## config.mk

```make
export PLATFORM = sky130hd
export DESIGN_NAME = axil_cmd_bridge
export DESIGN_NICKNAME = d
export VERILOG_FILES = /design/src/rtl/axil_cmd_pkg.sv /design/src/rtl/host_regfile.sv /design/src/rtl/axil_txn_master.sv /design/src/rtl/axil_cmd_bridge.sv
export SDC_FILE = /design/constraint.sdc
export NUM_CORES = 1
export LEC_CHECK = 0
export CORE_ASPECT_RATIO = 1.4
export CORE_UTILIZATION = 25
export CTS_BUF_LIST = sky130_fd_sc_hd__clkbuf_16
export DETAILED_ROUTE_END_ITERATION = 10
export PLACE_DENSITY = 0.56
export SLEW_MARGIN = 20
export SYNTH_ARGS = -nofsm -noshare
export SYNTH_HDL_FRONTEND = slang
export SYNTH_SLANG_ARGS = --single-unit
```

## constraint.sdc

```tcl
create_clock -name clk -period 2 [get_ports clk]
set_clock_uncertainty 0.05 [all_clocks]
set_input_delay 0.4 -clock clk [delete_from_list [all_inputs] [get_ports clk]]
set_output_delay 0.4 -clock clk [all_outputs]
set_load 0.02 [all_outputs]
```

## src/rtl/axil_cmd_pkg.sv

```systemverilog
package axil_cmd_pkg;

  // Host register byte offsets (software decodes these)
  localparam int OFF_ADDR  = 'h00;
  localparam int OFF_WDATA = 'h04;
  localparam int OFF_CTRL  = 'h08;
  localparam int OFF_STAT  = 'h0C;
  localparam int OFF_RDATA = 'h10;

  // Control and status bit positions
  localparam int CTRL_GO_BIT  = 0;
  localparam int CTRL_DIR_BIT = 1;
  localparam int STAT_BUSY    = 0;
  localparam int STAT_DONE    = 1;
  localparam int STAT_RESP_LO = 2;

  localparam logic [1:0] RESP_OKAY   = 2'b00;
  localparam logic [1:0] RESP_SLVERR = 2'b10;

  typedef enum logic [1:0] {
    ENG_IDLE  = 2'd0,
    ENG_WRITE = 2'd1,
    ENG_READ  = 2'd2
  } eng_state_e;

endpackage

```

## src/rtl/host_regfile.sv

```systemverilog
module host_regfile
  import axil_cmd_pkg::*;
#(
  parameter int HADDR_W = 5,
  parameter int DATA_W  = 32,
  parameter int AXI_AW  = 32
) (
  input  logic               clk,
  input  logic               rst,
  input  logic               host_wr,
  input  logic               host_rd,
  input  logic [HADDR_W-1:0] host_addr,
  input  logic [DATA_W-1:0]  host_wdata,
  output logic [DATA_W-1:0]  host_rdata,
  input  logic               busy_i,
  input  logic               done_i,
  input  logic [1:0]         resp_i,
  input  logic [DATA_W-1:0]  rdata_i,
  output logic               start_o,
  output logic               dir_o,
  output logic [AXI_AW-1:0]  addr_o,
  output logic [DATA_W-1:0]  wdata_o
);

  localparam logic [HADDR_W-1:0] A_ADDR  = HADDR_W'(OFF_ADDR);
  localparam logic [HADDR_W-1:0] A_WDATA = HADDR_W'(OFF_WDATA);
  localparam logic [HADDR_W-1:0] A_CTRL  = HADDR_W'(OFF_CTRL);
  localparam logic [HADDR_W-1:0] A_STAT  = HADDR_W'(OFF_STAT);
  localparam logic [HADDR_W-1:0] A_RDATA = HADDR_W'(OFF_RDATA);

  logic [AXI_AW-1:0] addr_q;
  logic [DATA_W-1:0] wdata_q;
  logic              dir_q;
  logic [DATA_W-1:0] stat_word;
  logic [DATA_W-1:0] rd_mux;

  // Start is accepted only when idle; direction is taken from the same write
  assign start_o = host_wr && (host_addr == A_CTRL) && host_wdata[CTRL_GO_BIT] && !busy_i;
  assign dir_o   = host_wdata[CTRL_DIR_BIT];
  assign addr_o  = addr_q;
  assign wdata_o = wdata_q;

  always_ff @(posedge clk) begin
    if (rst) begin
      addr_q  <= '0;
      wdata_q <= '0;
      dir_q   <= 1'b0;
    end else begin
      if (host_wr && host_addr == A_ADDR)  addr_q  <= host_wdata[AXI_AW-1:0];
      if (host_wr && host_addr == A_WDATA) wdata_q <= host_wdata;
      if (start_o)                         dir_q   <= host_wdata[CTRL_DIR_BIT];
    end
  end

  always_comb begin
    stat_word = '0;
    stat_word[STAT_BUSY] = busy_i;
    stat_word[STAT_DONE] = done_i;
    stat_word[STAT_RESP_LO +: 2] = resp_i;
  end

  always_comb begin
    rd_mux = '0;
    case (host_addr)
      A_ADDR:  rd_mux = DATA_W'(addr_q);
      A_WDATA: rd_mux = wdata_q;
      A_CTRL:  rd_mux[CTRL_DIR_BIT] = dir_q;
      A_STAT:  rd_mux = stat_word;
      A_RDATA: rd_mux = rdata_i;
      default: rd_mux = '0;
    endcase
  end

  always_ff @(posedge clk) begin
    if (rst) begin
      host_rdata <= '0;
    end else if (host_rd) begin
      host_rdata <= rd_mux;
    end
  end

endmodule

```

## src/rtl/axil_txn_master.sv

```systemverilog
module axil_txn_master
  import axil_cmd_pkg::*;
#(
  parameter int DATA_W = 32,
  parameter int AXI_AW = 32
) (
  input  logic                clk,
  input  logic                rst,
  input  logic                start_i,
  input  logic                dir_i,
  input  logic [AXI_AW-1:0]   addr_i,
  input  logic [DATA_W-1:0]   wdata_i,
  output logic                busy_o,
  output logic                done_o,
  output logic [1:0]          resp_o,
  output logic [DATA_W-1:0]   rdata_o,
  output logic [AXI_AW-1:0]   m_awaddr,
  output logic                m_awvalid,
  input  logic                m_awready,
  output logic [DATA_W-1:0]   m_wdata,
  output logic [DATA_W/8-1:0] m_wstrb,
  output logic                m_wvalid,
  input  logic                m_wready,
  input  logic [1:0]          m_bresp,
  input  logic                m_bvalid,
  output logic                m_bready,
  output logic [AXI_AW-1:0]   m_araddr,
  output logic                m_arvalid,
  input  logic                m_arready,
  input  logic [DATA_W-1:0]   m_rdata,
  input  logic [1:0]          m_rresp,
  input  logic                m_rvalid,
  output logic                m_rready
);

  localparam int STRB_W = DATA_W / 8;

  eng_state_e        state_q;
  logic [AXI_AW-1:0] taddr_q;
  logic [DATA_W-1:0] twdata_q;
  logic              busy_q;

  assign busy_o   = busy_q;
  assign m_awaddr = taddr_q;
  assign m_araddr = taddr_q;
  assign m_wdata  = twdata_q;
  assign m_wstrb  = {STRB_W{1'b1}};
  assign m_bready = busy_q;
  assign m_rready = busy_q;

  always_ff @(posedge clk) begin
    if (rst) begin
      state_q   <= ENG_IDLE;
      busy_q    <= 1'b0;
      done_o    <= 1'b0;
      resp_o    <= RESP_OKAY;
      rdata_o   <= '0;
      taddr_q   <= '0;
      twdata_q  <= '0;
      m_awvalid <= 1'b0;
      m_wvalid  <= 1'b0;
      m_arvalid <= 1'b0;
    end else begin
      case (state_q)
        ENG_IDLE: begin
          if (start_i) begin
            busy_q  <= 1'b1;
            done_o  <= 1'b0;
            taddr_q <= addr_i;
            if (dir_i) begin
              twdata_q  <= wdata_i;
              m_awvalid <= 1'b1;
              m_wvalid  <= 1'b1;
              state_q   <= ENG_WRITE;
            end else begin
              m_arvalid <= 1'b1;
              state_q   <= ENG_READ;
            end
          end
        end
        ENG_WRITE: begin
          if (m_awvalid && m_awready) m_awvalid <= 1'b0;
          if (m_wvalid && m_wready)   m_wvalid  <= 1'b0;
          if (m_bvalid) begin
            resp_o  <= m_bresp;
            done_o  <= 1'b1;
            busy_q  <= 1'b0;
            state_q <= ENG_IDLE;
          end
        end
        ENG_READ: begin
          if (m_arvalid && m_arready) m_arvalid <= 1'b0;
          if (m_rvalid) begin
            rdata_o <= m_rdata;
            resp_o  <= m_rresp;
            done_o  <= 1'b1;
            busy_q  <= 1'b0;
            state_q <= ENG_IDLE;
          end
        end
        default: begin
          state_q <= ENG_IDLE;
          busy_q  <= 1'b0;
        end
      endcase
    end
  end

endmodule

```

## src/rtl/axil_cmd_bridge.sv

```systemverilog
module axil_cmd_bridge
  import axil_cmd_pkg::*;
#(
  parameter int HADDR_W = 5,
  parameter int DATA_W  = 32,
  parameter int AXI_AW  = 32
) (
  input  logic                clk,
  input  logic                rst,
  input  logic                host_wr,
  input  logic                host_rd,
  input  logic [HADDR_W-1:0]  host_addr,
  input  logic [DATA_W-1:0]   host_wdata,
  output logic [DATA_W-1:0]   host_rdata,
  output logic [AXI_AW-1:0]   m_awaddr,
  output logic                m_awvalid,
  input  logic                m_awready,
  output logic [DATA_W-1:0]   m_wdata,
  output logic [DATA_W/8-1:0] m_wstrb,
  output logic                m_wvalid,
  input  logic                m_wready,
  input  logic [1:0]          m_bresp,
  input  logic                m_bvalid,
  output logic                m_bready,
  output logic [AXI_AW-1:0]   m_araddr,
  output logic                m_arvalid,
  input  logic                m_arready,
  input  logic [DATA_W-1:0]   m_rdata,
  input  logic [1:0]          m_rresp,
  input  logic                m_rvalid,
  output logic                m_rready
);

  logic              start_w;
  logic              dir_w;
  logic [AXI_AW-1:0] addr_w;
  logic [DATA_W-1:0] wdata_w;
  logic              busy_w;
  logic              done_w;
  logic [1:0]        resp_w;
  logic [DATA_W-1:0] rdata_w;

  host_regfile #(
    .HADDR_W(HADDR_W),
    .DATA_W (DATA_W),
    .AXI_AW (AXI_AW)
  ) u_regs (
    .clk       (clk),
    .rst       (rst),
    .host_wr   (host_wr),
    .host_rd   (host_rd),
    .host_addr (host_addr),
    .host_wdata(host_wdata),
    .host_rdata(host_rdata),
    .busy_i    (busy_w),
    .done_i    (done_w),
    .resp_i    (resp_w),
    .rdata_i   (rdata_w),
    .start_o   (start_w),
    .dir_o     (dir_w),
    .addr_o    (addr_w),
    .wdata_o   (wdata_w)
  );

  axil_txn_master #(
    .DATA_W(DATA_W),
    .AXI_AW(AXI_AW)
  ) u_eng (
    .clk      (clk),
    .rst      (rst),
    .start_i  (start_w),
    .dir_i    (dir_w),
    .addr_i   (addr_w),
    .wdata_i  (wdata_w),
    .busy_o   (busy_w),
    .done_o   (done_w),
    .resp_o   (resp_w),
    .rdata_o  (rdata_w),
    .m_awaddr (m_awaddr),
    .m_awvalid(m_awvalid),
    .m_awready(m_awready),
    .m_wdata  (m_wdata),
    .m_wstrb  (m_wstrb),
    .m_wvalid (m_wvalid),
    .m_wready (m_wready),
    .m_bresp  (m_bresp),
    .m_bvalid (m_bvalid),
    .m_bready (m_bready),
    .m_araddr (m_araddr),
    .m_arvalid(m_arvalid),
    .m_arready(m_arready),
    .m_rdata  (m_rdata),
    .m_rresp  (m_rresp),
    .m_rvalid (m_rvalid),
    .m_rready (m_rready)
  );

endmodule

```

After elaboration in Yosys (flattened, before gate mapping)
Cells that the tools add are included.
{"block": "classes", "mux": 29, "n_reduce_logical": 24, "n_eq_ne": 14}
{"operator": "$pmux 30 s4", "count": 1}
{"operator": "$reduce_and 4->1", "count": 4}
{"operator": "$mux 1", "count": 13}
{"operator": "$mux 2", "count": 6}
{"operator": "$eq 5x4->1 const B", "count": 2}
{"operator": "$ne 2x2->1 const B", "count": 5}
{"operator": "$reduce_and 3->1", "count": 3}
{"operator": "$logic_and 1x1->1", "count": 8}
{"operator": "$ne 2x1->1 const B", "count": 3}
{"operator": "$pmux 1 s2", "count": 3}
{"operator": "$pmux 1 s3", "count": 2}
{"operator": "$pmux 2 s3", "count": 1}
{"operator": "$reduce_bool 2->1", "count": 3}
{"operator": "$eq 5x3->1 const B", "count": 1}
{"operator": "$eq 5x5->1 const B", "count": 1}
{"operator": "$logic_not 5->1", "count": 1}
{"operator": "$pmux 1 s5", "count": 1}
{"operator": "$pmux 1 s4", "count": 1}
{"operator": "$pmux 2 s2", "count": 1}
{"operator": "$reduce_and 2->1", "count": 2}
{"operator": "$reduce_bool 3->1", "count": 1}
{"operator": "$eq 2x1->1 const B", "count": 1}
{"operator": "$eq 2x2->1 const B", "count": 1}
{"operator": "$logic_not 2->1", "count": 1}
{"operator": "$logic_not 1->1", "count": 1}
{"block": "word_totals", "output_inout_bits": 137, "inputBits": 82, "register_bits": 202, "elab_cells": 81}

Depth between registers and ports, before layout
Gate-level depths: netlist (run 1).
{"block": "depth", "depth_word": 6, "ltp_mapped": 8, "depth_no_buf": 6}

By module
Synthesis (run 1) repeated with hierarchy kept, for this count alone.
{"block": "unflattened", "cells_unflattened": 1099, "area_unflattened_um2": 8823.5}
{"mod": "host_regfile", "seq_area_each_um2": 1941.9, "area_per_inst_um2": 4685.7, "n_inst": 1, "cells_each": 575}
{"mod": "axil_txn_master", "seq_area_each_um2": 2102.0, "area_per_inst_um2": 4137.7, "n_inst": 1, "cells_each": 524}

Worst setup path before layout (run 1)
No wires, ideal clock.
{"block": "synth_timing", "kind": "reg-to-reg", "from": "register u_eng.state_q[0]", "to": "register u_eng.done_o", "setup_time_ns": 0.116, "path_buffers": 2, "slack_ns": -0.011, "period_less_slack_ns": 2.011, "path_stages_with_launch": 9, "t_required_ns": 1.834, "t_arrival_ns": 1.845, "path_cell_list": "dfxtp_1 -> inv_1 -> ha_1 -> clkbuf_1 -> nor2b_1 -> or2_2 -> clkbuf_1 -> o311a_1 -> a31o_2"}
{"block": "synth_via", "elab_chain_cells": 3, "elab_cells_between_ends": 9, "cone_classes": "eq/ne: 5; mux: 1; reduce/logical: 3"}
{"item": "start, declared", "line": "axil_txn_master.sv:38", "text": "eng_state_e state_q;"}
{"item": "start signal, assigned", "line": "axil_txn_master.sv:53", "text": "state_q <= ENG_IDLE;"}
{"item": "start signal, assigned", "line": "axil_txn_master.sv:74", "text": "state_q <= ENG_WRITE;"}
{"item": "start signal, assigned", "line": "axil_txn_master.sv:77", "text": "state_q <= ENG_READ;"}
{"item": "$eq 2x2->1 (tied with other cells)", "line": "axil_txn_master.sv:64", "text": "case (state_q)"}
{"item": "$ne 2x2->1 (no line) / $reduce_bool 3->1 (equally long branches)"}
{"item": "$reduce_and 4->1 (no line)"}
{"item": "end signal, assigned", "line": "axil_txn_master.sv:55", "text": "done_o <= 1'b0;"}
{"item": "end signal, assigned", "line": "axil_txn_master.sv:68", "text": "done_o <= 1'b0;"}
{"item": "end signal, assigned", "line": "axil_txn_master.sv:86", "text": "done_o <= 1'b1;"}
{"item": "end, declared", "line": "axil_txn_master.sv:14", "text": "output logic done_o,"}
Parallel ways exist; a longest one is shown, timed or not.
A chain may end at the register's enable or synchronous reset.

Worst setup path after layout (run 1)
{"block": "layout_timing", "from": "register u_eng.twdata_q[25], in the netlist u_eng.m_wdata[25]", "to": "output m_wdata[25]"}
{"item": "start, declared", "line": "axil_txn_master.sv:40", "text": "logic [DATA_W-1:0] twdata_q;"}
{"item": "start signal, assigned", "line": "axil_txn_master.sv:71", "text": "twdata_q <= wdata_i;"}
{"item": "end, declared", "line": "axil_cmd_bridge.sv:18", "text": "output logic [DATA_W-1:0] m_wdata,"}
No word-level cell between the ends.

==> results of run 1 <==
what timing repair did:
| item | in CTS | in global routing |
|---|---|---|
| gates cloned | 0 | 0 |
| setup buffers | 0 | 0 |
| resized for setup | 9 | 12 |
| setup endpoints to repair | 10 | 13 |
cell type report:
type / instances / area (µm²) / share of cell area
clock buffers: 23 / 576 / 0.0496
flip-flops and latches: 202 / 4040 / 0.348
well taps: 395 / 494 / 0.0426
inverters: 7 / 26.3 / 0.00226
diodes: 2 / 5.00 / 0.000431
clock inverters: 16 / 199 / 0.0171
repair buffers: 269 / 2810 / 0.242
multi-input cells: 688 / 3460 / 0.298
through the flow:
stage	instance area, µm²	setup TNS, ps	util	hold slack [ps]	setup slack [ps]
floorplan	8080	0	-	386	20.1
global placement	10800	-37800	0.341	388	-505
detailed placement	10800	-43450	0.341	396	-558
CTS	11600	0	0.365	166	3.35
global route	11600	0	0.366	180	0.779
finish	11600	0	0.366	187	50.4
cells in the final DEF, fill, tap and decap left out, types with 2 or more instances in the layout:
cell	instances
buf_12	19
dlygate4sd2_1	8
mux2i_1	3
nand2_1	358
ha_1	4
a31oi_1	2
a211oi_1	2
and3_2	3
a222oi_1	2
bufinv_16	5
nor2b_1	4
nand3_1	5
conb_1	4
nor3_1	4
buf_4	36
nor2_1	6
o211ai_1	2
nand2b_1	3
a221oi_1	5
diode_2	2
nand3_2	3
mux2_2	28
a22o_1	4
dfxtp_1	202
and2_1	3
clkinv_2	6
a22oi_1	28
dlymetal6s2s_1	12
inv_1	11
clkbuf_16	23
o21ai_0	33
a21oi_1	165
clkdlybuf4s50_1	192
path summary, 6_finish.rpt:
check,end,cells after the start
max,m_wdata[25],1
max reg2reg,u_eng.done_o$_SDFFE_PP0P_,6
min reg2reg,u_regs.host_rdata[24]$_SDFFE_PP0P_,2
min,u_regs.wdata_o[31]$_SDFFE_PP0P_,2
sequential cells by signal (all words and copies together), names as in the netlist:
register,flops
u_eng.busy_o,1
u_eng.done_o,1
u_eng.m_araddr,32
u_eng.m_arvalid,1
u_eng.m_awvalid,1
u_eng.m_wdata,32
u_eng.m_wvalid,1
u_eng.rdata_o,32
u_eng.resp_o,2
u_eng.state_q,2
u_regs.addr_o,32
u_regs.dir_q,1
u_regs.host_rdata,32
u_regs.wdata_o,32
per-layer routing:
layer,global-route usage,vias to the layer above,wire [µm]
met5,0,-,0
met4,0.0690,0,888
met1,0.197,3425,11500
li1,-,3674,-
met3,0.0204,40,1090
met2,0.292,187,13800
logic make-up (layout without fill, tap and decap cells):
group                      Yosys count  count (layout)  share of synthesized area
and+or+nand+nor                    400             400                      0.201
adders and majority gates            4               4                    0.00620
buffers and inverters              115             315                     0.0761
AOI/OAI and AO/OA                  249             249                      0.172
muxes                               31              31                     0.0428
other                                1               6                   0.000465
DFF                                202             202                      0.501
power by group through the flow:
stage                     clock [mW]  sequential, mW  combinational [mW]
after floorplan                    0            4.13               0.151
after global placement             0            4.13               0.449
after detailed placement           0            4.13               0.450
after CTS                       4.50            4.04               0.452
after global routing            4.67            4.04               0.477
final                           4.40            4.04               0.447
==> impl_metrics.ini, run 1 <==
[floorplan]
die_width_um = 154
floorplan.die_area_um2 = 33000
core_um2 = 31700
chipHeight_um = 215
core.rowCount = 77
initial_utilization = 0.255
number_of_primary_i_o_pins = 219

[critical_path]
worst_path_dominant_cell_family = buffers and inverters
setup.worst_path.class = reg -> out
cp.required_ps = 1550
timing.critical_path.cells = clkdlybuf4s50_1
critical-path-slowest-cell = clkdlybuf4s50_1
cp_max_fo = 2
worstSetupStartpoint = u_eng.m_wdata[25]$_SDFFE_PP0P_
worstPathBufferInverterCount = 1
critical_path.reg2reg.startpoint = u_eng.state_q[1]$_SDFFE_PP0P_
r2r_setup_slack_ps = 190
arrival_ps = 1500
setup.worst_path.end_class = primary output
worst_path_largest_cell_delay_ps = 630
critPathLaunchType = register

[yosys]
mappedNetlistArea_um2 = 8070
synth_ff_type = dfxtp_1
post-synth-top-area-cell = dfxtp_1
synth_enable_flop_cells = 0
avgSynthCellArea_um2 = 8.05
yosysSeqAreaShare = 0.501
synth.top_cells.by_count = nand2_1, dfxtp_1, a21oi_1, clkbuf_1, buf_4
synth_top_cells_by_area = dfxtp_1, nand2_1, a21oi_1, mux2_2, buf_4
ys.warnings.count = 0
yosys.area.top_type_share = 0.501
synth_cells = 1002
postSynthRegisterBits = 202
synth.lib_cells_used.distinct = 42
most_frequent_cell_after_synthesis = nand2_1
synth_async_sr_flop_share = 0

[global_route]
global_route.overflow_total = 0
gr-usage-all-layers = 0.164
via_count_of_the_first_global_routing_pass = 7371
wire_length_of_the_first_global_routing_pass_um = 42200
antenna_found_initial = 2
largest_net_degree_at_the_start_of_global_routing = 87

[detailed_routing]
initialDrtViolationCount = 382
drcViolationCount = 0
drtPass1Iterations = 4
drt-wirelength-per-cell_um = 17.0
final_antenna_net_count = 0
routed-via-count = 7326
drt-vias-per-instance = 4.57
detail_route.wirelength_um = 27300

[power_and_ir_drop]
share_comb_of_total_power = 0.050
power.share.sequential = 0.455
power.net_switching_mw = 1.91
netSwitchingFraction = 0.215
power.density_nw_per_um2 = 766
internal_power_mw = 6.98
clock_power_share = 0.495
power_leakage_nw = 4.16
vdd_drop_max_mv = 0.425
total_power_mw = 8.89

[place]
gp_routability_congestion = 0.805
numPortBuffers = 214
dpl.cell_count = 1561
detailed_place_hpwl_um = 19000

[timing]
fmax_mhz = 513
final-setup-viol-count = 0
hold_viol = 0
grt_setup_unrepaired = false
timing_max_transition_violations_final = 0
final.min_clock_period_ps = 1950
final.period_utilization = 0.975

[cts]
cts.htree.levels = 1
cts.sinks = 202
numCtsBuffers = 22
max-clock-path-buffers = 3
clk_root_buffer_cell = clkbuf_16
cts.hold.buffers_added = 0
cts_tree = yes
clk_pin_slew_worst_paths_ps = 60
insertion_delay_ps = 500

[cells_and_area]
design.final.nets = 1276
drive_gt1_frac = 0.111
n_fill_cell = 3289
finalNonFillerCells = 1602
area_growth_pct = 43.9

[min_path]
origin_of_the_worst_min_delay_path = rst
min_path_type = in -> reg

[status]
outcome = finished clean

[flow_run]
maxCapViolCount = 0
No activity file was read; power rests on OpenSTA's default activity.
==> run 2, diff against run 1 <==
--- a/config.mk
+++ b/config.mk
@@ -9,7 +9,7 @@
 export CORE_UTILIZATION = 25
 export CTS_BUF_LIST = sky130_fd_sc_hd__clkbuf_16
 export DETAILED_ROUTE_END_ITERATION = 10
-export PLACE_DENSITY = 0.56
+export PLACE_DENSITY = 0.54
 export SLEW_MARGIN = 20
 export SYNTH_ARGS = -nofsm -noshare
 export SYNTH_HDL_FRONTEND = slang
==> constraint.sdc (replaced) <==
create_clock -name clk -period 2.3 [get_ports clk]
set_clock_uncertainty 0.05 [all_clocks]
set_input_delay 0.46 -clock clk [delete_from_list [all_inputs] [get_ports clk]]
set_output_delay 0.46 -clock clk [all_outputs]
set_load 0.02 [all_outputs]
==> run 2 against run 1 <==
- routed wire length shrank 0.73%
- clock-buffer cell count unchanged
- clock power decreased by 21%
- highest routed layer unchanged
- first-iteration DRC count shrank 1.6%
- largest cell class unchanged
==> impl_metrics.ini, run 2 (synthesized netlist as in run 1, its figures left out) <==
[place]
detailed_place_hpwl_um = 18900
gp_routability_congestion = 0.796
numPortBuffers = 214
detailedPlace.worstSlack_ps = -274
post_dp_cell_area_um2 = 10700

[cells_and_area]
final_util = 0.359
drive_gt1_frac = 0.101
finalInstanceArea_um2 = 11400
design.final.nets = 1266
most_common_cell_after_layout_fill_and_taps_aside = nand2_1
mostFrequentLayoutCells = nand2_1, clkdlybuf4s50_1, dfxtp_1, a21oi_1, o21ai_0
area_growth_pct = 41.1
multiInputGateArea_um2 = 3450
diodes = 0
n_fill_cell = 3270
register_area_um2 = 4040

[global_route]
use_met1 = 0.193
via_count_of_the_first_global_routing_pass = 7238
largest_net_degree_at_the_start_of_global_routing = 80
gr-max-usage-layer = met2
global_route.overflow_total = 0
wire_length_of_the_first_global_routing_pass_um = 41800
global_route.usage.met2 = 0.298
antenna_found_initial = 0
met3_usage = 0.0226
gr-usage-all-layers = 0.162

[detailed_routing]
drt-wirelength-per-cell_um = 17.0
drtPass1Iterations = 4
routed-via-count = 7343
initialDrtViolationCount = 376
drt-vias-per-instance = 4.62
drcViolationCount = 0
final_antenna_net_count = 0
detail_route.wirelength_um = 27100

[critical_path]
worst_path_dominant_cell_family = buffers and inverters
cp_max_fo = 6
worst_path_largest_cell_delay_ps = 660
worstPathBufferInverterCount = 1
arrival_ps = 1630
worst_reg2reg_path_depth = 6
critical-path-slowest-cell = clkdlybuf4s50_1
timing.critical_path.cells = clkdlybuf4s50_1
cp.required_ps = 1790
r2r_setup_slack_ps = 330
setup.worst_path.class = reg -> out
cp.depth = 1
critPathLaunchType = register
setup.worst_path.end_class = primary output

[power_and_ir_drop]
power.share.sequential = 0.477
total_power_mw = 7.38
netSwitchingFraction = 0.224
share_comb_of_total_power = 0.051
power.density_nw_per_um2 = 648
clock_power_share = 0.472
power.net_switching_mw = 1.65
vdd_drop_max_mv = 0.351
power_leakage_nw = 3.78
internal_power_mw = 5.73

[timing]
hold_viol = 0
final.period_utilization = 0.930
final-setup-viol-count = 0
timing_max_transition_violations_final = 0
grt_setup_unrepaired = false
final.min_clock_period_ps = 2140
fmax_mhz = 467
tns_ps = 0
setup_ws_final_ps = 160

[floorplan]
die_width_um = 154
chipHeight_um = 215
floorplan.die_area_um2 = 33000
number_of_primary_i_o_pins = 219
initial_utilization = 0.255
core_um2 = 31700
core.rowCount = 77

[cts]
post_cts.repair.setup_buffers = 0
clk_pin_slew_worst_paths_ps = 60
cts_tree = yes
cts.htree.levels = 1
numCtsBuffers = 22
max-clock-path-buffers = 3
clk_root_buffer_cell = clkbuf_16
cts.sinks = 202
cts.hold.buffers_added = 0
post_cts_resize_count = 0
insertion_delay_ps = 510

[status]
outcome = finished clean

[flow_run]
maxCapViolCount = 0

[min_path]
min_path_type = in -> reg
hold-path-cell-count = 2
-- run 2: layer usage --
metal  share of wire  vias up
met4           0.020        0
li1                -     3654
met2            0.52      198
met5               0        -
met1            0.42     3459
met3           0.043       32
-- run 2: final cells by class --
type	count	area share
clock inverters	15	0.0110
well taps	395	0.0434
flip-flops and latches	202	0.355
clock buffers	23	0.0506
repair buffers	259	0.234
multi-input cells	688	0.303
inverters	7	0.00231
-- run 2: metrics by stage --
| stage | hold WS, ps | instances |
|---|---|---|
| final | 204 | 1589 |
| after global routing | 194 | 1589 |
| after CTS | 181 | 1589 |
| after detailed placement | 397 | 1551 |
| after global placement | 393 | 1551 |
| after floorplan | 386 | 1005 |
-- run 2: path summary, 6_finish.rpt --
check                                       from                             end
setup / recovery       u_eng.busy_o$_SDFFE_PP0P_                        m_bready
hold / removal                               rst  u_eng.m_wdata[31]$_SDFFE_PP0P_
setup reg to reg   u_eng.state_q[1]$_SDFFE_PP0P_       u_eng.done_o$_SDFFE_PP0P_
hold reg to reg   u_eng.m_wdata[25]$_SDFFE_PP0P_  u_eng.m_wdata[25]$_SDFFE_PP0P_
-- run 2: power by group through the flow --
| stage | Sequential, mW | Clock, mW | Combinational, mW |
|---|---|---|---|
| floorplan | 3.59 | 0 | 0.131 |
| global route | 3.52 | 3.76 | 0.404 |
| global placement | 3.59 | 0 | 0.381 |
| detailed placement | 3.59 | 0 | 0.381 |
| finish | 3.52 | 3.49 | 0.378 |
| CTS | 3.52 | 3.61 | 0.382 |
==> run 3, diff against run 2 <==
--- a/config.mk
+++ b/config.mk
@@ -9,7 +9,7 @@
 export CORE_UTILIZATION = 25
 export CTS_BUF_LIST = sky130_fd_sc_hd__clkbuf_16
 export DETAILED_ROUTE_END_ITERATION = 10
-export PLACE_DENSITY = 0.54
+export PLACE_DENSITY = 0.56
 export SLEW_MARGIN = 20
 export SYNTH_ARGS = -nofsm -noshare
 export SYNTH_HDL_FRONTEND = slang
==> constraint.sdc (replaced) <==
create_clock -name clk -period 2.6 [get_ports clk]
set_clock_uncertainty 0.05 [all_clocks]
set_input_delay 0.52 -clock clk [delete_from_list [all_inputs] [get_ports clk]]
set_output_delay 0.52 -clock clk [all_outputs]
set_load 0.02 [all_outputs]
==> run 3 against run 2 <==
- first-iteration DRC count increased by 8.8%
- hold slack better by 130 ps
- non-clock buffer count decreased by 10
- die area did not move
- final area is 0.66% lower
- core utilization shrank 0.24 points
- sequential cell count stayed put
- register-to-register slack gained 250 ps
- critical path depth unchanged
- critical endpoint is now m_rready
- largest cell class unchanged
==> impl_metrics.ini, run 3 (synthesized netlist as in run 1, its figures left out) <==
[critical_path]
timing.critical_path.cells = clkdlybuf4s50_1
worst_path_dominant_cell_family = buffers and inverters
worstPathBufferInverterCount = 1
cp.required_ps = 2030
cp.depth = 1
worst_path_largest_cell_delay_ps = 660
setup.worst_path.end_class = primary output
critical_path.reg2reg.startpoint = u_eng.state_q[0]$_SDFFE_PP0P_
arrival_ps = 1640
r2r-end = u_eng.done_o$_SDFFE_PP0P_
worst_reg2reg_path_depth = 6
r2r_setup_slack_ps = 580
critical-path-slowest-cell = clkdlybuf4s50_1
cp_max_fo = 6
setup.worst_path.class = reg -> out
critPathLaunchType = register

[cells_and_area]
finalNonFillerCells = 1581
drive_gt1_frac = 0.0954
finalInstanceArea_um2 = 11300
area_growth_pct = 40.2
design.final.nets = 1256
most_common_cell_after_layout_fill_and_taps_aside = nand2_1
mostFrequentLayoutCells = nand2_1, clkdlybuf4s50_1, dfxtp_1, a21oi_1, o21ai_0
final_util = 0.357

[cts]
post_cts_resize_count = 0
cts.sinks = 202
cts_tree = yes
cts.htree.levels = 1
post_cts.repair.setup_buffers = 0
numCtsBuffers = 22
cts.hold.buffers_added = 0
clk_root_buffer_cell = clkbuf_16
max-clock-path-buffers = 3
insertion_delay_ps = 500
clk_pin_slew_worst_paths_ps = 60

[place]
dpl.cell_count = 1541
gp_routability_congestion = 0.791
detailed_place_hpwl_um = 18800
numPortBuffers = 214
post_dp_cell_area_um2 = 10500
detailedPlace.worstSlack_ps = 45.3

[global_route]
antenna_found_initial = 1
global_route.overflow_total = 0
gr-usage-all-layers = 0.161
largest_net_degree_at_the_start_of_global_routing = 85
via_count_of_the_first_global_routing_pass = 7032
wire_length_of_the_first_global_routing_pass_um = 41300

[timing]
timing_max_transition_violations_final = 0
tns_ps = 0
worst_slew_pin_slew_ps = 575
setup_ws_final_ps = 395
max_slew_margin = 0.617
final-setup-viol-count = 0
final.period_utilization = 0.848
final.min_clock_period_ps = 2210
worst_hold_slack_ps = 333
hold_viol = 0
grt_setup_unrepaired = false
fmax_mhz = 454

[min_path]
min_path_type = in -> reg
hold-path-cell-count = 2
hold_end = u_regs.wdata_o[31]$_SDFFE_PP0P_
origin_of_the_worst_min_delay_path = rst

[floorplan]
initial_utilization = 0.255
core_um2 = 31700
chipHeight_um = 215
die_width_um = 154
core.rowCount = 77
floorplan.die_area_um2 = 33000
number_of_primary_i_o_pins = 219

[detailed_routing]
drt-vias-per-instance = 4.61
routed-via-count = 7289
initialDrtViolationCount = 409
drtPass1Iterations = 6
detail_route.wirelength_um = 26900
drt-wirelength-per-cell_um = 17.0
drcViolationCount = 0
final_antenna_net_count = 0

[power_and_ir_drop]
vdd_drop_max_mv = 0.307
power.density_nw_per_um2 = 597
total_power_mw = 6.75
power_leakage_nw = 3.73

[status]
outcome = finished clean

[flow_run]
maxCapViolCount = 0
==> run 3: layer usage <==
| layer | track usage | routed length [µm] | up-vias |
|---|---|---|---|
| met5 | 0 | 0 | - |
| met4 | 0.0547 | 658 | 0 |
| met3 | 0.0216 | 1230 | 41 |
| met2 | 0.296 | 14100 | 212 |
| met1 | 0.191 | 10900 | 3402 |
| li1 | - | - | 3634 |
==> run 3: report_power, final <==
group          leakage (nW)  total, mW  internal (mW)  switching (mW)
sequential             1.63       3.11           3.10         0.00731
clock                 0.377       3.31           2.00            1.31
combinational          1.73      0.327          0.159           0.168
total                  3.73       6.75           5.26            1.48
==> run 3: worst max-delay path by stage <==
stage	endpoint	from
final	m_rready	u_eng.busy_o$_SDFFE_PP0P_
after global routing	m_bready	u_eng.busy_o$_SDFFE_PP0P_
after CTS	m_rready	u_eng.busy_o$_SDFFE_PP0P_
after detailed placement	u_eng.m_wvalid$_SDFFE_PP0P_	host_addr[4]
after global placement	u_eng.m_wvalid$_SDFFE_PP0P_	host_addr[4]
after floorplan	u_eng.m_wdata[10]$_SDFFE_PP0P_	host_addr[4]
==> run 3: final cells by class <==
type,instances,area [µm²]
Sequential cell,202,4040
Tap cell,395,494
Clock buffer,23,576
Clock inverter,16,185
Antenna cell,1,2.50
Timing Repair Buffer,249,2530
Multi-Input combinational cell,688,3450
Inverter,7,26.3
Fill cell,3277,20400
